[src/rtl/sclk_pkg.sv]
package sclk_pkg;

  typedef enum logic [2:0] {
    A_DIV  = 3'd0,
    A_FDLY = 3'd1,
    A_RDLY = 3'd2,
    A_TOUT = 3'd3,
    A_STAT = 3'd4
  } reg_addr_e;

  typedef enum logic {
    PH_LOW  = 1'b0,
    PH_HIGH = 1'b1
  } phase_e;

  // Effective SCL period in core clocks for a raw divider field of width w.
  function automatic logic [31:0] eff_divider(input logic [31:0] raw, input int unsigned w);
    logic [31:0] e;
    e = raw & ~32'd1;
    if (raw == 32'd0)
      e = 32'd1 << (w - 1);
    else if (e < 32'd2)
      e = 32'd2;
    return e;
  endfunction

endpackage

[src/rtl/sclk_regs.sv]
module sclk_regs
  import sclk_pkg::*;
#(
  parameter int DIV_W = 16,
  parameter int DLY_W = 16,
  parameter int TO_W  = 16
) (
  input  logic             clk,
  input  logic             rst_n,
  input  logic             wr_en,
  input  logic [2:0]       wr_addr,
  input  logic [31:0]      wr_data,
  input  logic [2:0]       rd_addr,
  output logic [31:0]      rd_data,
  output logic [DIV_W-1:0] div_q,
  output logic [DLY_W-1:0] fdly_q,
  output logic [DLY_W-1:0] rdly_q,
  output logic [TO_W-1:0]  tout_q,
  input  logic             to_set,
  output logic             to_flag
);

  logic wr_div, wr_fdly, wr_rdly, wr_tout, clr_flag;

  assign wr_div   = wr_en && (wr_addr == A_DIV);
  assign wr_fdly  = wr_en && (wr_addr == A_FDLY);
  assign wr_rdly  = wr_en && (wr_addr == A_RDLY);
  assign wr_tout  = wr_en && (wr_addr == A_TOUT);
  assign clr_flag = wr_en && (wr_addr == A_STAT) && wr_data[0];

  always_ff @(posedge clk or negedge rst_n) begin
    if (!rst_n) begin
      div_q   <= '0;
      fdly_q  <= '0;
      rdly_q  <= '0;
      tout_q  <= '0;
      to_flag <= 1'b0;
    end else begin
      if (wr_div)  div_q  <= wr_data[DIV_W-1:0];
      if (wr_fdly) fdly_q <= wr_data[DLY_W-1:0];
      if (wr_rdly) rdly_q <= wr_data[DLY_W-1:0];
      if (wr_tout) tout_q <= wr_data[TO_W-1:0];
      if (to_set)
        to_flag <= 1'b1;
      else if (clr_flag)
        to_flag <= 1'b0;
    end
  end

  always_comb begin
    rd_data = 32'd0;
    case (rd_addr)
      A_DIV:   rd_data = 32'(div_q);
      A_FDLY:  rd_data = 32'(fdly_q);
      A_RDLY:  rd_data = 32'(rdly_q);
      A_TOUT:  rd_data = 32'(tout_q);
      A_STAT:  rd_data = {31'd0, to_flag};
      default: rd_data = 32'd0;
    endcase
  end

  // the flag only falls through an explicit clear write
  a_r10_flag_sticky: assert property (@(posedge clk) disable iff (!rst_n)
    (to_flag && !clr_flag) |=> to_flag);

  // with the limit at zero a clear flag never rises
  a_r9_no_flag_when_off: assert property (@(posedge clk) disable iff (!rst_n)
    (tout_q == '0 && !wr_tout && !to_flag) |=> !to_flag);

  // the divider field never holds more than DIV_W bits
  a_r1_div_upper_zero: assert property (@(posedge clk) disable iff (!rst_n)
    (rd_addr == A_DIV) |-> (rd_data[31:DIV_W] == '0));

endmodule

[src/rtl/sclk_phase.sv]
module sclk_phase
  import sclk_pkg::*;
#(
  parameter int DIV_W = 16,
  parameter int DLY_W = 16
) (
  input  logic             clk,
  input  logic             rst_n,
  input  logic             enable,
  input  logic [DIV_W-1:0] div_raw,
  input  logic [DLY_W-1:0] fdly,
  input  logic [DLY_W-1:0] rdly,
  input  logic             scl_in,
  output logic             scl_pull_low,
  output logic             fall_stb,
  output logic             rise_stb,
  output logic             stretching,
  output logic [DIV_W-1:0] cur_eff
);

  phase_e           phase;
  logic             active;
  logic [DIV_W-1:0] cnt;
  logic [DIV_W-1:0] cur_half;
  logic [DIV_W-1:0] new_half;
  logic [31:0]      eff_w;
  logic             low_done, high_done, start_evt;

  assign eff_w     = eff_divider(32'(div_raw), DIV_W);
  assign new_half  = DIV_W'(eff_w >> 1);
  assign low_done  = (cnt == cur_half - 1'b1);
  assign high_done = scl_in && (cnt == cur_half - 1'b1);
  assign start_evt = enable && (!active || (phase == PH_HIGH && high_done));

  always_ff @(posedge clk or negedge rst_n) begin
    if (!rst_n) begin
      active   <= 1'b0;
      phase    <= PH_LOW;
      cnt      <= '0;
      cur_half <= DIV_W'(1);
    end else if (!enable) begin
      active <= 1'b0;
      phase  <= PH_LOW;
      cnt    <= '0;
    end else if (!active) begin
      active   <= 1'b1;
      phase    <= PH_LOW;
      cnt      <= '0;
      cur_half <= new_half;
    end else begin
      case (phase)
        PH_LOW: begin
          if (low_done) begin
            phase <= PH_HIGH;
            cnt   <= '0;
          end else begin
            cnt <= cnt + 1'b1;
          end
        end
        default: begin
          if (scl_in) begin
            if (high_done) begin
              phase    <= PH_LOW;
              cnt      <= '0;
              cur_half <= new_half;
            end else begin
              cnt <= cnt + 1'b1;
            end
          end
        end
      endcase
    end
  end

  assign scl_pull_low = active && (phase == PH_LOW);
  assign stretching   = active && (phase == PH_HIGH) && !scl_in;
  assign fall_stb     = active && (phase == PH_LOW) && (32'(fdly) == 32'(cnt));
  assign rise_stb     = active && (phase == PH_HIGH) && scl_in && (32'(rdly) == 32'(cnt));
  assign cur_eff      = {cur_half[DIV_W-2:0], 1'b0};

  // the low phase count stays inside the latched half period
  a_r4_low_in_range: assert property (@(posedge clk) disable iff (!rst_n)
    (active && phase == PH_LOW) |-> (cnt < cur_half));

  // a stretched high phase does not advance
  a_r7_stretch_holds: assert property (@(posedge clk) disable iff (!rst_n)
    stretching |=> (!active || $stable(cnt)));

  // the latched half period moves only at a period start
  a_r11_latch_at_start: assert property (@(posedge clk) disable iff (!rst_n)
    !$stable(cur_half) |-> $past(start_evt));

  // disabling releases the line and silences the strobes
  a_r12_idle_quiet: assert property (@(posedge clk) disable iff (!rst_n)
    !enable |=> (!scl_pull_low && !fall_stb && (!rise_stb || enable)));

endmodule

[src/rtl/sclk_stretch_wd.sv]
module sclk_stretch_wd #(
  parameter int DIV_W = 16,
  parameter int TO_W  = 16
) (
  input  logic             clk,
  input  logic             rst_n,
  input  logic             stretching,
  input  logic [DIV_W-1:0] cur_eff,
  input  logic [TO_W-1:0]  limit,
  output logic             to_set
);

  logic [DIV_W-1:0] sub_cnt;
  logic [TO_W-1:0]  per_cnt;
  logic             per_wrap;

  assign per_wrap = (sub_cnt == cur_eff - 1'b1);

  always_ff @(posedge clk or negedge rst_n) begin
    if (!rst_n) begin
      sub_cnt <= '0;
      per_cnt <= '0;
    end else if (!stretching) begin
      sub_cnt <= '0;
      per_cnt <= '0;
    end else if (per_wrap) begin
      sub_cnt <= '0;
      if (per_cnt != '1) per_cnt <= per_cnt + 1'b1;
    end else begin
      sub_cnt <= sub_cnt + 1'b1;
    end
  end

  assign to_set = stretching && (limit != '0) && (per_cnt >= limit);

  // the period count never falls during one continuous stretch
  a_r8_count_monotone: assert property (@(posedge clk) disable iff (!rst_n)
    (stretching && $past(stretching)) |-> (per_cnt >= $past(per_cnt)));

endmodule

[src/rtl/sclk_timing_gen.sv]
module sclk_timing_gen
  import sclk_pkg::*;
#(
  parameter int DIV_W = 16,
  parameter int DLY_W = 16,
  parameter int TO_W  = 16
) (
  input  logic        clk,
  input  logic        rst_n,
  input  logic        enable,
  input  logic        wr_en,
  input  logic [2:0]  wr_addr,
  input  logic [31:0] wr_data,
  input  logic [2:0]  rd_addr,
  output logic [31:0] rd_data,
  input  logic        scl_in,
  output logic        scl_pull_low,
  output logic        sda_drive_stb,
  output logic        sda_sample_stb,
  output logic        stretch_timeout
);

  logic [DIV_W-1:0] div_q;
  logic [DLY_W-1:0] fdly_q, rdly_q;
  logic [TO_W-1:0]  tout_q;
  logic [DIV_W-1:0] cur_eff;
  logic             stretching, to_set;

  sclk_regs #(.DIV_W(DIV_W), .DLY_W(DLY_W), .TO_W(TO_W)) u_regs (
    .clk(clk), .rst_n(rst_n), .wr_en(wr_en), .wr_addr(wr_addr), .wr_data(wr_data),
    .rd_addr(rd_addr), .rd_data(rd_data), .div_q(div_q), .fdly_q(fdly_q),
    .rdly_q(rdly_q), .tout_q(tout_q), .to_set(to_set), .to_flag(stretch_timeout)
  );

  sclk_phase #(.DIV_W(DIV_W), .DLY_W(DLY_W)) u_phase (
    .clk(clk), .rst_n(rst_n), .enable(enable), .div_raw(div_q), .fdly(fdly_q),
    .rdly(rdly_q), .scl_in(scl_in), .scl_pull_low(scl_pull_low),
    .fall_stb(sda_drive_stb), .rise_stb(sda_sample_stb),
    .stretching(stretching), .cur_eff(cur_eff)
  );

  sclk_stretch_wd #(.DIV_W(DIV_W), .TO_W(TO_W)) u_wd (
    .clk(clk), .rst_n(rst_n), .stretching(stretching), .cur_eff(cur_eff),
    .limit(tout_q), .to_set(to_set)
  );

  // the running period is always even and at least two clocks
  a_r2_even_period: assert property (@(posedge clk) disable iff (!rst_n)
    (scl_pull_low) |-> (cur_eff[0] == 1'b0 && cur_eff != '0));

  // a stretch never coincides with the line being pulled low
  a_r7_no_pull_in_stretch: assert property (@(posedge clk) disable iff (!rst_n)
    stretching |-> !scl_pull_low);

endmodule

[config.mk]
export PLATFORM = sky130hd
export DESIGN_NAME = sclk_timing_gen
export DESIGN_NICKNAME = d
export VERILOG_FILES = /design/src/rtl/sclk_pkg.sv /design/src/rtl/sclk_regs.sv /design/src/rtl/sclk_phase.sv /design/src/rtl/sclk_stretch_wd.sv /design/src/rtl/sclk_timing_gen.sv
export SDC_FILE = /design/constraint.sdc
export NUM_CORES = 1
export LEC_CHECK = 0
export BUFFER_PORTS_ARGS = -buffer_cell sky130_fd_sc_hd__clkbuf_2
export CORE_MARGIN = 5
export CORE_UTILIZATION = 45
export CTS_CLUSTER_SIZE = 30
export DETAILED_ROUTE_END_ITERATION = 7
export PLACE_DENSITY = 0.71
export SYNTH_ARGS = -nofsm -noshare
export SYNTH_HDL_FRONTEND = slang
export SYNTH_SLANG_ARGS = --single-unit
[constraint.sdc]
create_clock -name clk -period 4 [get_ports clk]
set_input_delay 0.2 -clock clk [delete_from_list [all_inputs] [get_ports clk]]
set_output_delay 0.2 -clock clk [all_outputs]
set_load 0.005 [all_outputs]
==> metrics.txt, run 1 <==
Worst Hold Class=primary input to register; Placed Cells=roughly 1,000; synth warn=0; clock skew=between 0.01 and 0.015 ns; top cells by area, synth=dfrtp_1 (40%), mux2_2 (10%), xnor2_1 (5.9%); antenna violations before repair=0; Worst path max stage delay=0.60 ns; Synth Area per Inst=about 10 µm²; Worst EP required=4.36 ns; Filler Cells Inserted=1,566; Port-buffer cells=46; Post-Route Utilization=between 50 and 60%; Setup violations, final=0; grt ovf=0; unrepaired setup endpoints after global routing=false; fraction of synthesis flops using an asynchronous set or reset pin=between 90% and 100%; final worst slack=around 0.40 ns; crit-path cells=inv_1 > ha_1 > buf_4 > nor3b_2 > xnor2_1 > or4_1 > nor4_1 > nand4_1 > o21a_2 > or4_1 > a21oi_1; worst slack, placed=about 0.24 ns; Yosys top cell by area=dfrtp_1; most frequent cell after synthesis=dfrtp_1; CTS buffer count=17; GRT met3 Usage=under 10%; area of the multi-input gates=0.00436 mm²; total vias in the final route=6,047; GRT Util Overall=a little over a fifth; nets=855; setup TNS=0 ns; HP Start=wr_data[10]; Vias/cell=between 5 and 6; Die W=~140 µm; post-synthesis sequential area ratio=about two fifths; Worst Setup SP=u_phase.cur_half[0]; Max Clk Rate=roughly 280 MHz; clock-pin slew on the worst setup and hold paths=approximately 0.070 ns; most frequent CP cell=or4_1; H-tree levels=4; Synth cell types=just under 70; Clk Tree Root Cell=clkbuf_16; pin count of the biggest net entering global routing=107; Pleak=about 0.0037 µW; top_reg_cell synth=dfrtp_1; DRC=0; Commonest cells post-synth=dfrtp_1 (129), mux2_2 (74), xnor2_1 (54); ant diodes=0; M2 GR Usage=about a third; Site Rows=48; Worst slew margin=between 10 and 15%; vias in the first global route=roughly 6,100; num ports=between 70 and 80; fin. max-slew vios=0; crit-path max FO=29; Pre-Repair DR Iteration Count=5; Synth Cell Area=approximately 0.0080 mm²; CTS tree=yes; post-detailed-route wirelength per cell=approximately 20 µm; arrival time worst endpoint=3.96 ns; total chip power=about 4300 µW; post-route insts no fill=~1,000; Clk Latency, worst-skew pair=approximately 0.43 ns; outcome=completed; reg2reg setup slack=0.40 ns; Layout area overhead=11.4%; Tmin final=between 3 and 4 ns; Core Area=roughly 0.017 mm²; max-cap viol count=0; Pwr per Cell Area=485 mW/mm²; grt met1 use=roughly 30%; remaining antenna violation count=0; global route hottest layer=met2; post-route clock period utilization=between 90% and 100%; Die Y=~140 µm; WL final=20,200 µm; Hold Vio Cnt, Final=0; post-synthesis cell count=770; FF+latch area=~0.0033 mm²; drt initial violations=approximately 440; number of synthesized flops with an enable pin=0; Critical-path top delay cell=dfstp_2; Yosys top cell area share=40.4%; first-pass GRT wire length=between 30,000 and 40,000 µm; Placer Congestion=0.936; initial core utilization=a little under half; HPWL Detailed=approximately 15,000 µm; CP Class=register to register; CTS sink count=between 100 and 150; synthesis-stage register bit count=130; share of layout cells above drive strength 1=approximately a quarter; Worst Max-Slew Pin Slew=between 1 and 1.5 ns; R2R Path Start=u_phase.cur_half[0]; maximum vdd drop=approximately 0.00032 V; largest buffer count on any clock path=2; die area=0.0205 mm²; startpoint types=register; CP Capture Type=register
-- what timing repair did --
item	in CTS	in global routing
buffers inserted	0	0
endpoints found under the setup margin	0	1
hold endpoints to repair	105	0
gates resized for setup	0	1
hold buffers	2	0
-- worst max-delay path: cells and delay by family, from the launching register on --
family	cells	cell delay [ns]
compound gates	2	0.57
xor+xnor	1	0.13
fa+ha+maj	1	0.22
buf+inv	2	0.25
flops	1	0.60
simple gates	5	1.75
-- routing by layer --
| metal | wire length (µm) | part of all wire (%) |
|---|---|---|
| met5 | 0 | 0 |
| met4 | 385 | 1.9 |
| met3 | 1070 | 5.3 |
| met2 | 9550 | 47 |
| met1 | 9200 | 46 |
-- sequential cells by signal, summed over array words and instances (netlist names), 15 cells and up --
register,flops
u_phase.cnt,16
u_regs.div_q,16
u_regs.fdly_q,16
u_regs.rdly_q,16
u_regs.tout_q,16
u_wd.per_cnt,16
u_wd.sub_cnt,16
u_phase.cur_half,15
-- final timing paths --
path | to | cells after the start
worst max-delay path | u_wd.per_cnt[5] | 11
worst min-delay path | u_regs.rdly_q[10] | 2
worst max register to register | u_wd.per_cnt[5] | 11
worst min register to register | u_wd.sub_cnt[0] | 1
max in group asynchronous | u_wd.per_cnt[15] | 3
min in group asynchronous | u_wd.sub_cnt[15] | 2
-- cell families after synthesis --
family          share of synthesized area, %
fa+ha+maj                               3.13
xor+xnor                                9.40
compound gates                          9.06
mux                                     15.2
other cells                           0.0469
buf+inv                                 5.54
simple gates                            16.9
flops                                   40.7
-- through the flow --
step	hold WS [ns]	area, µm²
2_1_floorplan	-0.0956	8050
3_3_place_gp	0.392	8290
3_5_place_dp	0.377	8290
4_1_cts	0.0394	8910
5_1_grt	0.0540	8910
6_report	0.0558	8910
-- layout make-up --
cell class	instances	share of cell area, %
inverter	29	1.22
sequential	130	36.5
tap	225	3.16
clock buffer	17	4.78
multi-input combinational	559	48.9
timing repair buffer	55	3.47
clock inverter	15	1.92
-- power breakdown --
group	switching (µW)	internal (µW)	leakage (µW)
Sequential	300	1510	0.00166
Clock	650	936	0.000290
Combinational	419	510	0.00178
-- cell usage in the layout (no fill, tap or decap), drive strengths merged, types with 18 or more instances in the layout --
cell type	synthesis	layout
ha	20	20
mux2	78	78
dfrtp	129	129
clkbuf	36	62
xor2	24	24
nor2	40	40
inv	29	36
o21ai	22	22
a21oi	22	22
nand2	41	41
xnor2	54	54
nor4	18	18
nand3	40	40
Note: power is estimated with default switching activity, not from simulation.
==> inputs of run 2 (changes only) <==
Settings changed: ABC_AREA from default to 1.
==> metrics.txt, run 2 <==
simple-gate share of the synthesized area=between 30% and 40%; GRT Util Overall=23.4%; fin. max-slew vios=0; Worst slew margin=~23%; Pleak=~0.0044 µW; largest buffer count on any clock path=2; Yosys top cell area share=approximately two fifths; Synth Area per Inst=7.29 µm²; outcome=completed; post-synthesis sequential area ratio=approximately two fifths; setup TNS=0 ns; arrival time worst endpoint=just over 3 ns; ant diodes=0; Yosys top cell by area=dfrtp_1; Port-buffer cells=46; remaining antenna violation count=0; CTS sink count=between 100 and 150; post-synthesis xor/xnor area fraction=roughly 3.7%; CTS buffer count=17; clock skew=0.0118 ns; grt ovf=0; Tmin final=2.74 ns; Synth Cell Area=about 0.0084 mm²; post-route cell area=just over 0.009 mm²; unrepaired setup endpoints after global routing=false; max-cap viol count=0; Clk Tree Root Cell=clkbuf_16; Pre-Repair DR Iteration Count=5; die area=between 0.02 and 0.025 mm²; Core Area=between 0.015 and 0.02 mm²; Hold Path End=u_regs.div_q[12]; post_cts resized=0; first-pass GRT wire length=39,800 µm; DRC=0; number of synthesized flops with an enable pin=0; HP Start=wr_data[12]; reg2reg setup slack=~1.3 ns; Pwr per Cell Area=475 mW/mm²; Hold Path Depth=3; Worst Max-Slew Pin Slew=between 1 and 1.5 ns; post-detailed-route wirelength per cell=around 17 µm; top_reg_cell synth=dfrtp_1; Layout area overhead=11.0%; Die W=147 µm; CP Class=register to register; WL final=~25,000 µm; maximum vdd drop=0.000319 V; nets=about 1,200; main combinational cell family by area after synthesis=simple AND/OR/NAND/NOR gates; most frequent cells in the layout=nand2_1 (302), inv_1 (138), dfrtp_1 (129), nor2_1 (106), o21ai_0 (102); setup bufs post-CTS=0; synth warn=0; Placer Congestion=0.959; post-synthesis cell count=between 1,000 and 1,500; Worst Hold Class=primary input to register; worst slack, placed=around 1.2 ns; most frequent cell after synthesis=nand2_1; R2R Path Start=u_phase.cur_half[0]; Hold Buf Count CTS=1; Synth Area in Adders=2.97%; total vias in the final route=around 7,900; num ports=just under 80; Max Clk Rate=~370 MHz; final worst slack=~1.3 ns; H-tree levels=4; initial core utilization=roughly 45%; Clk Latency, worst-skew pair=0.43 ns; Compound-Gate Fraction of Synth Area=between 10% and 20%; startpoint types=register; pin count of the biggest net entering global routing=65; crit-path max FO=18; HPWL Detailed=between 15,000 and 20,000 µm; reg2reg end=u_wd.per_cnt[15]; Worst EP required=~4.4 ns; drt initial violations=approximately 800; R2R depth=16; share of layout cells above drive strength 1=11.2%; clock-pin slew on the worst setup and hold paths=around 0.070 ns; Site Rows=50; Hold Vio Cnt, Final=0; Synth cell types=47; antenna violations before repair=0; Placed Area=about 0.0087 mm²; Commonest cells post-synth=nand2_1 (302), inv_1 (138), dfrtp_1 (129); synthesis-stage register bit count=130; vias in the first global route=~7,500; Setup violations, final=0; most common cell after layout, fill and taps aside=nand2_1; Die Y=about 150 µm; Post-Route Utilization=roughly 50%; Vias/cell=about 5.5; fraction of synthesis flops using an asynchronous set or reset pin=between 90% and 100%; CP Capture Type=register; top cells by area, synth=dfrtp_1 (38%), nand2_1 (13%), inv_1 (6.2%); CTS tree=yes; post-synthesis mux area share=0%; post-route clock period utilization=68.5%
run 2: cell types whose count changed after synthesis, moves of 16 or more:
| cell | delta |
|---|---|
| inv_1 | +109 |
| o21ai_0 | +81 |
| nand4_1 | +20 |
| nand3_1 | +32 |
| xnor2_1 | -48 |
| nand2_1 | +261 |
| mux2_2 | -74 |
| o22ai_1 | +16 |
| nor2_1 | +66 |
| nor2b_1 | -17 |
run 2: critical path: stages (launching register included):
cell	delay [ns]
dfstp_2	0.58
inv_2	0.08
ha_1	0.28
nand2_1	0.13
nand2_2	0.09
nand2_1	0.07
nand2_1	0.04
nor2_1	0.10
nand3_1	0.08
nor2_1	0.12
nand2_1	0.06
nor2_1	0.12
nand3_2	0.13
nand2_2	0.25
buf_4	0.33
nand3b_1	0.10
nand2_1	0.10
run 2: kinds of logic (layout without fill, tap and decap cells):
| kind of cell | after synthesis | after routing |
|---|---|---|
| and+or+nand+nor | 601 | 601 |
| xor gates and xnor gates | 36 | 36 |
| DFF | 130 | 130 |
| adders and majority gates | 20 | 20 |
| other | 1 | 16 |
| buffers and inverters | 197 | 226 |
| AOI/OAI and AO/OA | 170 | 170 |
run 2: layer usage:
layer  global-route usage (%)  up-vias  wire length [µm]
li1                         -     3836                 -
met5                        0        -                 0
met4                     9.50        0               869
met1                     32.2     3719             10800
met3                     5.46       46              1900
met2                     35.6      319             11100
run 2: cell type report:
type / count / area [µm²]
Inverter: 142 / 533
Multi-Input combinational cell: 843 / 4370
Clock inverter: 15 / 184
Timing Repair Buffer: 52 / 284
Fill cell: 1807 / 9240
Tap cell: 234 / 293
Sequential cell: 130 / 3250
Clock buffer: 17 / 425
run 2: where the power goes:
part | leakage [µW] | internal [µW] | switching (µW)
clock | 0.000301 | 951 | 690
combinational | 0.00243 | 377 | 707
sequential | 0.00171 | 1480 | 233
total | 0.00444 | 2810 | 1630
run 2: worst max-delay path by stage:
stage,startpoint,end,slack [ns],cells after the start
after floorplan,u_phase.cur_half[0],u_phase.cur_half[5],1.80,17
final,u_phase.cur_half[0],u_wd.per_cnt[15],1.26,16
after CTS,u_phase.cur_half[0],u_wd.per_cnt[3],1.20,16
after global placement,u_phase.cur_half[0],u_wd.per_cnt[13],1.30,16
after detailed placement,u_phase.cur_half[0],u_wd.per_cnt[3],1.21,16
after global routing,u_phase.cur_half[0],u_wd.per_cnt[1],0.91,14
run 2: per-stage QoR:
step	std cells	power, µW	hold WS [ns]
floorplan	1170	2440	-0.0956
global placement	1400	2760	0.235
global route	1433	4680	0.0630
CTS	1433	4430	0.0479
detailed placement	1400	2790	0.235
finish	1433	4440	0.0553
==> inputs of run 3 (changes only) <==
Settings changed: PLACE_DENSITY 0.71 to 0.74.
Clock period 4 ns to 2.3 ns, I/O delays scaled along.
==> metrics.txt, run 3 (synthesis results as in run 2) <==
outcome=completed; pin count of the biggest net entering global routing=about 50; clock power share=between 30% and 40%; Worst Hold Class=primary input to register; Setup violations, final=0; Site Rows=50; post-detailed-route wirelength per cell=~17 µm; Die Y=147 µm; Port-buffer cells=46; Pint=between 4000 and 5000 µW; Clk Tree Root Cell=clkbuf_16; combinational fraction of design power=~27%; CTS sink count=130; CP delay by family, top=simple AND/OR/NAND/NOR gates; sequential share of power=37.7%; num ports=approximately 80; most frequent cells in the layout=nand2_1 (292), inv_1 (131), dfrtp_1 (117), o21ai_0 (102), nor2_1 (100); Filler Cells Inserted=1,748; max-cap viol count=0; Critical-path top delay cell=dfrtp_1; drt initial violations=about 800; Hold Path Depth=3; H-tree levels=4; Max Clk Rate=between 400 and 500 MHz; die area=~0.022 mm²; remaining antenna violation count=0; Hold Vio Cnt, Final=0; largest buffer count on any clock path=2; Switching Share=37.8%; CTS buffer count=17; maximum vdd drop=slightly above 0.0006 V; Clk Latency, worst-skew pair=0.43 ns; hold_ws=around 0.0022 ns; critical path depth in cells=17; total vias in the final route=8,278; CP Class=register to register; startpoint types=register; WL final=~26,000 µm; clock skew=around 0.011 ns; Worst slew margin=between 50% and 60%; Pre-Repair DR Iteration Count=6; Worst Path Buf+Inv=1; clock-pin slew on the worst setup and hold paths=0.07 ns; nets=~1,300; CTS tree=yes; Layout area overhead=18.4%; CP Capture Type=register; R2R depth=17; setup TNS=0 ns; share of layout cells above drive strength 1=about 18%; GRT Util Overall=about a quarter; most common cell after layout, fill and taps aside=nand2_1; vias in the first global route=approximately 7,800; grt ovf=0; initial core utilization=45.3%; Worst Max-Slew Pin Slew=a little over 0.6 ns; Pleak=~0.0047 µW; HP Start=wr_data[11]; unrepaired setup endpoints after global routing=true; Worst EP required=about 2.6 ns; Psw=~3000 µW; HPWL Detailed=19,400 µm; Worst path max stage delay=about 0.42 ns; reg2reg end=u_phase.cur_half[6]; Placer Congestion=0.976; crit-path cells=inv_2 > ha_4 > nand2_8 > nor2_8 > nand2_2 > nand2_2 > nand2_4 > nand2_2 > nand2_1 > nor2_1 > nand2_1 > nor2_2 > nand2_2 > nand2_4 > nand3_4 > nand2_1 > nand2_1; arrival time worst endpoint=between 2 and 3 ns; Die W=~150 µm; Worst Setup SP=u_phase.cur_half[1]; fin. max-slew vios=0; Core Area=0.0186 mm²; R2R Path Start=u_phase.cur_half[1]; Hold Path End=u_regs.div_q[11]; crit-path max FO=8; Vias/cell=5.59; first-pass GRT wire length=~41,000 µm; post-route clock period utilization=a little over nine tenths; Tmin final=2.27 ns; ant diodes=0; Pwr per Cell Area=796 mW/mm²; antenna violations before repair=0; Post-Route Utilization=between 50% and 60%; reg2reg setup slack=about 0.030 ns; DRC=0
[run 3: cell count changes in the layout (fill, tap and decap cells not counted), sizes merged]
cell,previous run,this run
inv,153,152
buf,6,46
bufinv,2,1
dlygate4sd3,1,6
clkinv,1,3
nand3,88,89
clkbuf,62,63
[run 3: timing repair]
action,CTS,global route
pin swaps,1,15
hold endpoints to repair,64,0
setup endpoints to repair,42,62
hold buffers,6,0
buffers inserted,0,8
cloned,0,2
resized for setup,7,54
[run 3: layer usage]
metal	up-vias	part of all wire (%)	track usage, %
met5	-	0	0
met4	0	3.9	9.64
met3	71	8.1	6.29
met2	353	46	37.6
met1	3931	42	31.3
li1	3923	-	-
[run 3: area by class of cell]
| type | instances | area [µm²] | area share, % |
|---|---|---|---|
| Inverter | 142 | 537 | 5.39 |
| Timing Repair Buffer | 98 | 708 | 7.11 |
| Clock inverter | 15 | 178 | 1.78 |
| Tap cell | 234 | 293 | 2.94 |
| Sequential cell | 130 | 3270 | 32.8 |
| Multi-Input combinational cell | 844 | 4550 | 45.7 |
| Clock buffer | 17 | 425 | 4.27 |
[run 3: stage by stage]
stage          power, µW  setup slack (ns)  instances  area (µm²)
6_report            7930            0.0297       1480        9960
5_1_grt             8330            -0.107       1480        9960
4_1_cts             7760            0.0105       1470        9680
3_5_place_dp        4960           -0.0371       1432        9000
3_3_place_gp        4920           0.00454       1432        9000
2_1_floorplan       4250            0.0994       1170        8470
[run 3: worst max path at each step]
stage / to / slack (ns)
6_report: u_phase.cur_half[6] / 0.03
5_1_grt: u_phase.cur_half[8] / -0.11
4_1_cts: u_phase.cur_half[4] / 0.01
3_5_place_dp: u_phase.cur_half[10] / -0.04
3_3_place_gp: u_phase.cur_half[8] / 0.005
2_1_floorplan: u_phase.cur_half[5] / 0.1
[run 3: worst min-delay path, cell delays in order]
cell and delay (ns):
clkbuf_2 0.08, inv_1 0.11, o21ai_0 0.10
[run 3: power groups by stage]
stage | clock network, µW | registers, µW | logic (µW)
after floorplan | 0 | 2830 | 1420
after global placement | 0 | 2980 | 1930
after detailed placement | 0 | 2990 | 1970
after CTS | 2800 | 2950 | 2010
after global routing | 2910 | 3010 | 2410
final | 2780 | 2990 | 2160
